--- config.mk ---
export PLATFORM = sky130hd
export DESIGN_NAME = scan_preload_ctrl
export DESIGN_NICKNAME = d
export VERILOG_FILES = /design/src/rtl/scan_pkg.sv /design/src/rtl/scan_edge_det.sv /design/src/rtl/scan_reg_bank.sv /design/src/rtl/scan_viol_mon.sv /design/src/rtl/scan_preload_ctrl.sv
export SDC_FILE = /design/constraint.sdc
export NUM_CORES = 1
export LEC_CHECK = 0
export BUFFER_PORTS_ARGS = -buffer_cell sky130_fd_sc_hd__buf_2
export CAP_MARGIN = 25
export CORE_AREA = 2 2 202 204
export CTS_BUF_LIST = sky130_fd_sc_hd__clkbuf_4 sky130_fd_sc_hd__clkbuf_8
export CTS_CLUSTER_SIZE = 14
export DETAILED_ROUTE_END_ITERATION = 8
export DIE_AREA = 0 0 204 206
export PLACE_DENSITY_LB_ADDON = 0.1
export SLEW_MARGIN = 15
export SYNTH_ARGS = -nofsm -noshare
export SYNTH_HDL_FRONTEND = slang
export SYNTH_HIERARCHICAL = 1
export SYNTH_SLANG_ARGS = --single-unit
--- constraint.sdc ---
create_clock -name clk -period 2.8 [get_ports clk]
set_input_delay 0.56 -clock clk [delete_from_list [all_inputs] [get_ports clk]]
set_output_delay 0.56 -clock clk [all_outputs]
set_load 0.05 [all_outputs]
--- src/rtl/scan_pkg.sv ---
package scan_pkg;

  // Map a scan position to a natural register index.
  // Per quadrant: pairs of I/O cells form blocks of five positions
  // (4 I/O registers, then one buried register); remaining cells follow.
  function automatic int nat_of_pos(input int pos, input int ioc, input int bur);
    int qlen;
    int q;
    int r;
    int loc;
    qlen = 2 * ioc + bur;
    q    = pos / qlen;
    r    = pos % qlen;
    if (r < 5 * bur) begin
      if (r % 5 == 4) loc = 2 * ioc + r / 5;
      else            loc = 4 * (r / 5) + r % 5;
    end else begin
      loc = 4 * bur + (r - 5 * bur);
    end
    return q * qlen + loc;
  endfunction

  // Normal-mode next state of one register.
  function automatic logic func_next(input logic q, input logic en,
                                     input logic d, input logic tgl);
    if (!en) return q;
    return tgl ? (q ^ d) : d;
  endfunction

endpackage

--- src/rtl/scan_edge_det.sv ---
module scan_edge_det #(
  parameter int W = 1
) (
  input  logic         clk,
  input  logic         rst_n,
  input  logic [W-1:0] sig_i,
  output logic [W-1:0] rise_o,
  output logic [W-1:0] chg_o
);
  logic [W-1:0] prev_q;

  always_ff @(posedge clk or negedge rst_n) begin
    if (!rst_n) prev_q <= '0;
    else        prev_q <= sig_i;
  end

  assign rise_o = sig_i & ~prev_q;
  assign chg_o  = sig_i ^ prev_q;
endmodule

--- src/rtl/scan_reg_bank.sv ---
module scan_reg_bank
  import scan_pkg::*;
#(
  parameter int NQUAD = 4,
  parameter int IOC   = 13,
  parameter int BUR   = 6,
  localparam int NREG = NQUAD * (2 * IOC + BUR)
) (
  input  logic            clk,
  input  logic            rst_n,
  input  logic            shift_i,
  input  logic            freeze_i,
  input  logic            sdi_i,
  input  logic [NREG-1:0] func_en_i,
  input  logic [NREG-1:0] func_d_i,
  input  logic [NREG-1:0] cfg_t_i,
  output logic [NREG-1:0] regs_o,
  output logic            tail_o
);
  // storage kept in scan order; bit 0 is the chain head
  logic [NREG-1:0] sc_q;
  logic [NREG-1:0] sc_d;

  for (genvar p = 0; p < NREG; p++) begin : g_pos
    localparam int N = nat_of_pos(p, IOC, BUR);
    logic upstream;
    if (p == 0) begin : g_head
      assign upstream = sdi_i;
    end else begin : g_body
      assign upstream = sc_q[p-1];
    end
    always_comb begin
      if (shift_i)       sc_d[p] = upstream;
      else if (freeze_i) sc_d[p] = sc_q[p];
      else               sc_d[p] = func_next(sc_q[p], func_en_i[N], func_d_i[N], cfg_t_i[N]);
    end
    assign regs_o[N] = sc_q[p];
  end

  always_ff @(posedge clk or negedge rst_n) begin
    if (!rst_n) sc_q <= '0;
    else        sc_q <= sc_d;
  end

  assign tail_o = sc_q[NREG-1];
endmodule

--- src/rtl/scan_viol_mon.sv ---
module scan_viol_mon #(
  parameter int NQUAD = 4
) (
  input  logic             clk,
  input  logic             rst_n,
  input  logic             mode_chg_i,
  input  logic [NQUAD-1:0] usr_clk_i,
  input  logic             tck_i,
  output logic             viol_o
);
  logic clk_high;
  assign clk_high = (|usr_clk_i) | tck_i;

  always_ff @(posedge clk or negedge rst_n) begin
    if (!rst_n)                      viol_o <= 1'b0;
    else if (mode_chg_i && clk_high) viol_o <= 1'b1;
  end
endmodule

--- src/rtl/scan_preload_ctrl.sv ---
module scan_preload_ctrl #(
  parameter int NQUAD = 4,
  parameter int IOC   = 13,
  parameter int BUR   = 6,
  localparam int NREG = NQUAD * (2 * IOC + BUR)
) (
  input  logic             clk,
  input  logic             rst_n,
  input  logic [NREG-1:0]  func_en_i,
  input  logic [NREG-1:0]  func_d_i,
  input  logic [NREG-1:0]  cfg_t_i,
  input  logic [NQUAD-1:0] usr_clk_i,
  input  logic             test_mode_i,
  input  logic             tck_i,
  input  logic             sdi_i,
  input  logic             sdo_oe_n_i,
  input  logic             lock_i,
  output logic [NREG-1:0]  regs_o,
  output logic             sdo_o,
  output logic             sdo_en_o,
  output logic             viol_o
);
  // named internal events, used by the bound checker
  logic active;
  logic shift_pulse;
  logic mode_chg;
  logic tail;
  logic [1:0] ev_rise;
  logic [1:0] ev_chg;

  assign active = test_mode_i & ~lock_i;

  scan_edge_det #(.W(2)) u_edge (
    .clk    (clk),
    .rst_n  (rst_n),
    .sig_i  ({active, tck_i}),
    .rise_o (ev_rise),
    .chg_o  (ev_chg)
  );

  assign shift_pulse = active & ev_rise[0];
  assign mode_chg    = ev_chg[1];

  scan_reg_bank #(.NQUAD(NQUAD), .IOC(IOC), .BUR(BUR)) u_bank (
    .clk       (clk),
    .rst_n     (rst_n),
    .shift_i   (shift_pulse),
    .freeze_i  (active),
    .sdi_i     (sdi_i),
    .func_en_i (func_en_i),
    .func_d_i  (func_d_i),
    .cfg_t_i   (cfg_t_i),
    .regs_o    (regs_o),
    .tail_o    (tail)
  );

  scan_viol_mon #(.NQUAD(NQUAD)) u_viol (
    .clk        (clk),
    .rst_n      (rst_n),
    .mode_chg_i (mode_chg),
    .usr_clk_i  (usr_clk_i),
    .tck_i      (tck_i),
    .viol_o     (viol_o)
  );

  assign sdo_o    = active & tail;
  assign sdo_en_o = active & ~sdo_oe_n_i;
endmodule

; Yosys cells after proc, flatten, opt, wreduce, memory -nomap -nowiden
; Index checks and enable logic that the tools add are counted.
[totals]
out_inout_bits = 131
regBits = 131
[op_classes]
bitwise_logic = 138
eq_ne = 129
reduce_logical = 130
muxes = 896
[ops]
columns = cell, count
row1 = 1-bit 2-to-1 mux, 896
row2 = "3-bit != test, second input constant", 128
row3 = 2-bit AND reduction, 128
row4 = 1-bit bitwise XOR, 128
row5 = 1-bit bitwise AND, 5
row6 = 4-bit OR reduction, 1
row7 = 1-bit inverter, 3
row8 = "2-bit by 1-bit != test with 1-bit output, second input constant", 1
row9 = 2-bit bitwise XOR, 1
row10 = 1-bit logical AND, 1
row11 = 1-bit bitwise OR, 1

; Longest topological paths before layout
[depth]
depth_word = 7
depth_mapped = 9
mapped_depth_nobuf = 6

; Modules after synthesis
; The synthesis kept the hierarchy.
[by_module_without_submodules]
columns = mod, area_per_inst_um2, n_inst, cells_each, seq_area_each_um2
row1 = scan_reg_bank, 8600.7, 1, 955, 3203.1
row2 = scan_edge_det, 90.1, 1, 8, 50.0
row3 = scan_viol_mon, 43.8, 1, 5, 25.0
row4 = scan_preload_ctrl, 36.3, 1, 4, 0.0

; Worst setup path after synthesis
; Ideal clock, no wire load.
[synth_path]
path_type = in2out
startpoint = input port lock_i
endpoint = output port sdo_en_o
n_path_buf = 0
arrival_time_ns = 1.226
path_stages = 1
slack_ns = 1.014
path_cell_list = nor3b_2
[synth_between]
elab_chain_cells = 3
[synth_lines]
columns = item, line
row1 = start: declaration, scan_preload_ctrl.sv:17  ; input logic lock_i,
row2 = 1-bit inverter, scan_preload_ctrl.sv:31  ; assign active = test_mode_i & ~lock_i;
row3 = 1-bit bitwise AND, scan_preload_ctrl.sv:31
row4 = 1-bit bitwise AND, scan_preload_ctrl.sv:67  ; assign sdo_en_o = active & ~sdo_oe_n_i;
row5 = end: declaration, scan_preload_ctrl.sv:20  ; output logic sdo_en_o,
; Every way passes these cells.

; Worst setup path after layout
[layout_path]
startpoint = register u_bank.sc_q[48]
endpoint = output port regs_o[45]
[layout_lines]
columns = item, line
row1 = start: declaration, scan_reg_bank.sv:21  ; logic [NREG-1:0] sc_q;
row2 = start signal: assignment, scan_reg_bank.sv:41  ; if (!rst_n) sc_q <= '0;
row3 = start signal: assignment, scan_reg_bank.sv:42  ; else sc_q <= sc_d;
row4 = end: declaration, scan_preload_ctrl.sv:18  ; output logic [NREG-1:0] regs_o,
; No word-level cell between the ends.

==> flow_summary.toml <==
[route]
ant_nets = 0
vias = 10239
first_iter_violations = 671
dr.pass1.iters = 5
vias_per_cell = 5.03
routedWlPerCell_um = 21.2
drc = 0
routed_wl_um = 43300

[worst_setup_path]
worstPathCellList = "buf_2"
worstSetupPathType = "reg2out"
critPathMaxFanout = 4
cp.required_ns = 2.24
worstPathArrival_ns = 1.42
crit_path_start_kind = "register"
critical-path-top-delay-family = "flip-flops"
cp-end-kind = "output pin"
crit_slowest_cell = "dfrtp_1"
critPathMaxStageDelay_ns = 0.58
cp_num_buf_inv = 1

[power]
p_leak_nw = 6.95
power.total_w = 0.00804
vdd_drop_max_mv = 0.336
p_per_area_nw_per_um2 = 644

[clocking]
h-tree-depth = 4
cts_tree = "built"
cts_setup_buffers = 0
path_clk_slew_ns = 0.09
numCtsBuffers = 17
cts_sinks = 131
clockBufferDepth = 2
cts-resized-gates = 0
root_buffer = "clkbuf_8"
cts-hold-fix-buffers = 0
clk_latency_ns = 0.48

[synth]
synth_nets = 1368
syn_avg_cell_area_um2 = 9.03
syn_inst = 971
ys_warn_count = 6
synth.cell_area_um2 = 8770

[finish]
final.fill_count = 4437
final_layout_size_suffix_gt1_share_pct = 38.9
final_core_util_pct = 31.1
nets = 1874
area_growth_pct = 42.5
fin_area_um2 = 12500

[grt]
grt_pass1_wl_um = 62400
grt_pass1_vias = 9944
grtUsageTotal_pct = 19.8
antenna_found_initial = 20
grt_start_max_net_pins = 66
grt_overflow = 0

[placement]
placed_area_um2 = 12000
gp_congestion = 0.868
place_hpwl_um = 33800
port_buffers = 525

[timing]
whs_ns = 0.0763
max_freq_mhz = 505
rsz0062_at_grt = "false"
slew-limit-headroom_pct = 58.6
tns_ns = 0
finalSetupViolations = 0
min_period_ns = 1.98
drv_slew = 0
fin_skew_ns = 0.0193
final_hold_viol_count = 0
finalCritPeriodShare_pct = 70.7
tightestPinTransition_ns = 0.622

[die]
coreArea_um2 = 40200
num_rows = 74
die_height_um = 206
ios = 526
design.die.area_um2 = 42000
initial_core_util_pct = 21.8
die_x_um = 204

[hold_path]
worstHoldPathType = "in2async"

[run]
max_cap_viol_count = 0

[status]
status = "finished clean"
[through the flow]
step                setup slack, ns  std cells
floorplan                      1.01        971
CTS                           0.725       2022
global route                  0.708       2032
global placement              0.593       1990
finish                        0.821       2037
detailed placement            0.518       1990
[registers in the layout, summed over array words and instances, names as in the netlist]
signal	flops
u_edge/prev_q	2
u_bank/sc_q	128
u_viol/viol_o	1
[routing by layer]
metal / wire [um] / up-vias / track usage (%) / share of wire, %
met1: 17700 / 4929 / 23.7 / 41
met2: 20900 / 413 / 33.1 / 48
met3: 3610 / 58 / 6.46 / 8.3
met4: 1020 / 14 / 7.04 / 2.4
li1: - / 4825 / - / -
met5: 81 / - / 0 / 0.19
[layout make-up]
class	instances	area, um^2	area share [%]
Antenna cell	15	37.5	0.300
Clock buffer	22	290	2.32
Clock inverter	10	130	1.04
Inverter	4	17.5	0.140
Multi-Input combinational cell	779	5210	41.7
Sequential cell	131	3280	26.2
Tap cell	532	666	5.33
Timing Repair Buffer	544	2860	22.9
[worst paths after layout]
check | start | end | slack, ns | cells after the start
max in group asynchronous | rst_n | u_bank/sc_q[42] | 2.05 | 2
worst max register to register | u_edge/prev_q[0] | u_bank/sc_q[108] | 0.91 | 7
worst min register to register | u_viol/viol_o | u_viol/viol_o | 0.57 | 2
worst max-delay path | u_bank/sc_q[48] | regs_o[45] | 0.82 | 1
worst min-delay path | rst_n | u_bank/sc_q[75] | 0.08 | 1
min in group clk | tck_i | u_edge/prev_q[0] | 0.24 | 1
[cell usage in the layout, fill, tap and decap left out, types with 3 or more instances in the layout]
| cell | n |
|---|---|
| nor3_1 | 127 |
| and3_1 | 128 |
| buf_4 | 12 |
| inv_1 | 3 |
| nand2_1 | 3 |
| a31oi_1 | 3 |
| a311oi_1 | 125 |
| nor2_1 | 129 |
| clkinv_2 | 5 |
| nor2b_1 | 126 |
| o211a_1 | 128 |
| dfrtp_1 | 131 |
| bufinv_16 | 3 |
| buf_2 | 524 |
| o31ai_1 | 3 |
| diode_2 | 15 |
| buf_12 | 7 |
| clkbuf_8 | 20 |
[power by group]
part	total [W]	internal, W	switching [W]
logic	0.00337	0.000989	0.00238
registers	0.00287	0.00230	0.000569
clock network	0.00180	0.000964	0.000839
No activity file was read; power rests on OpenSTA's default activity.
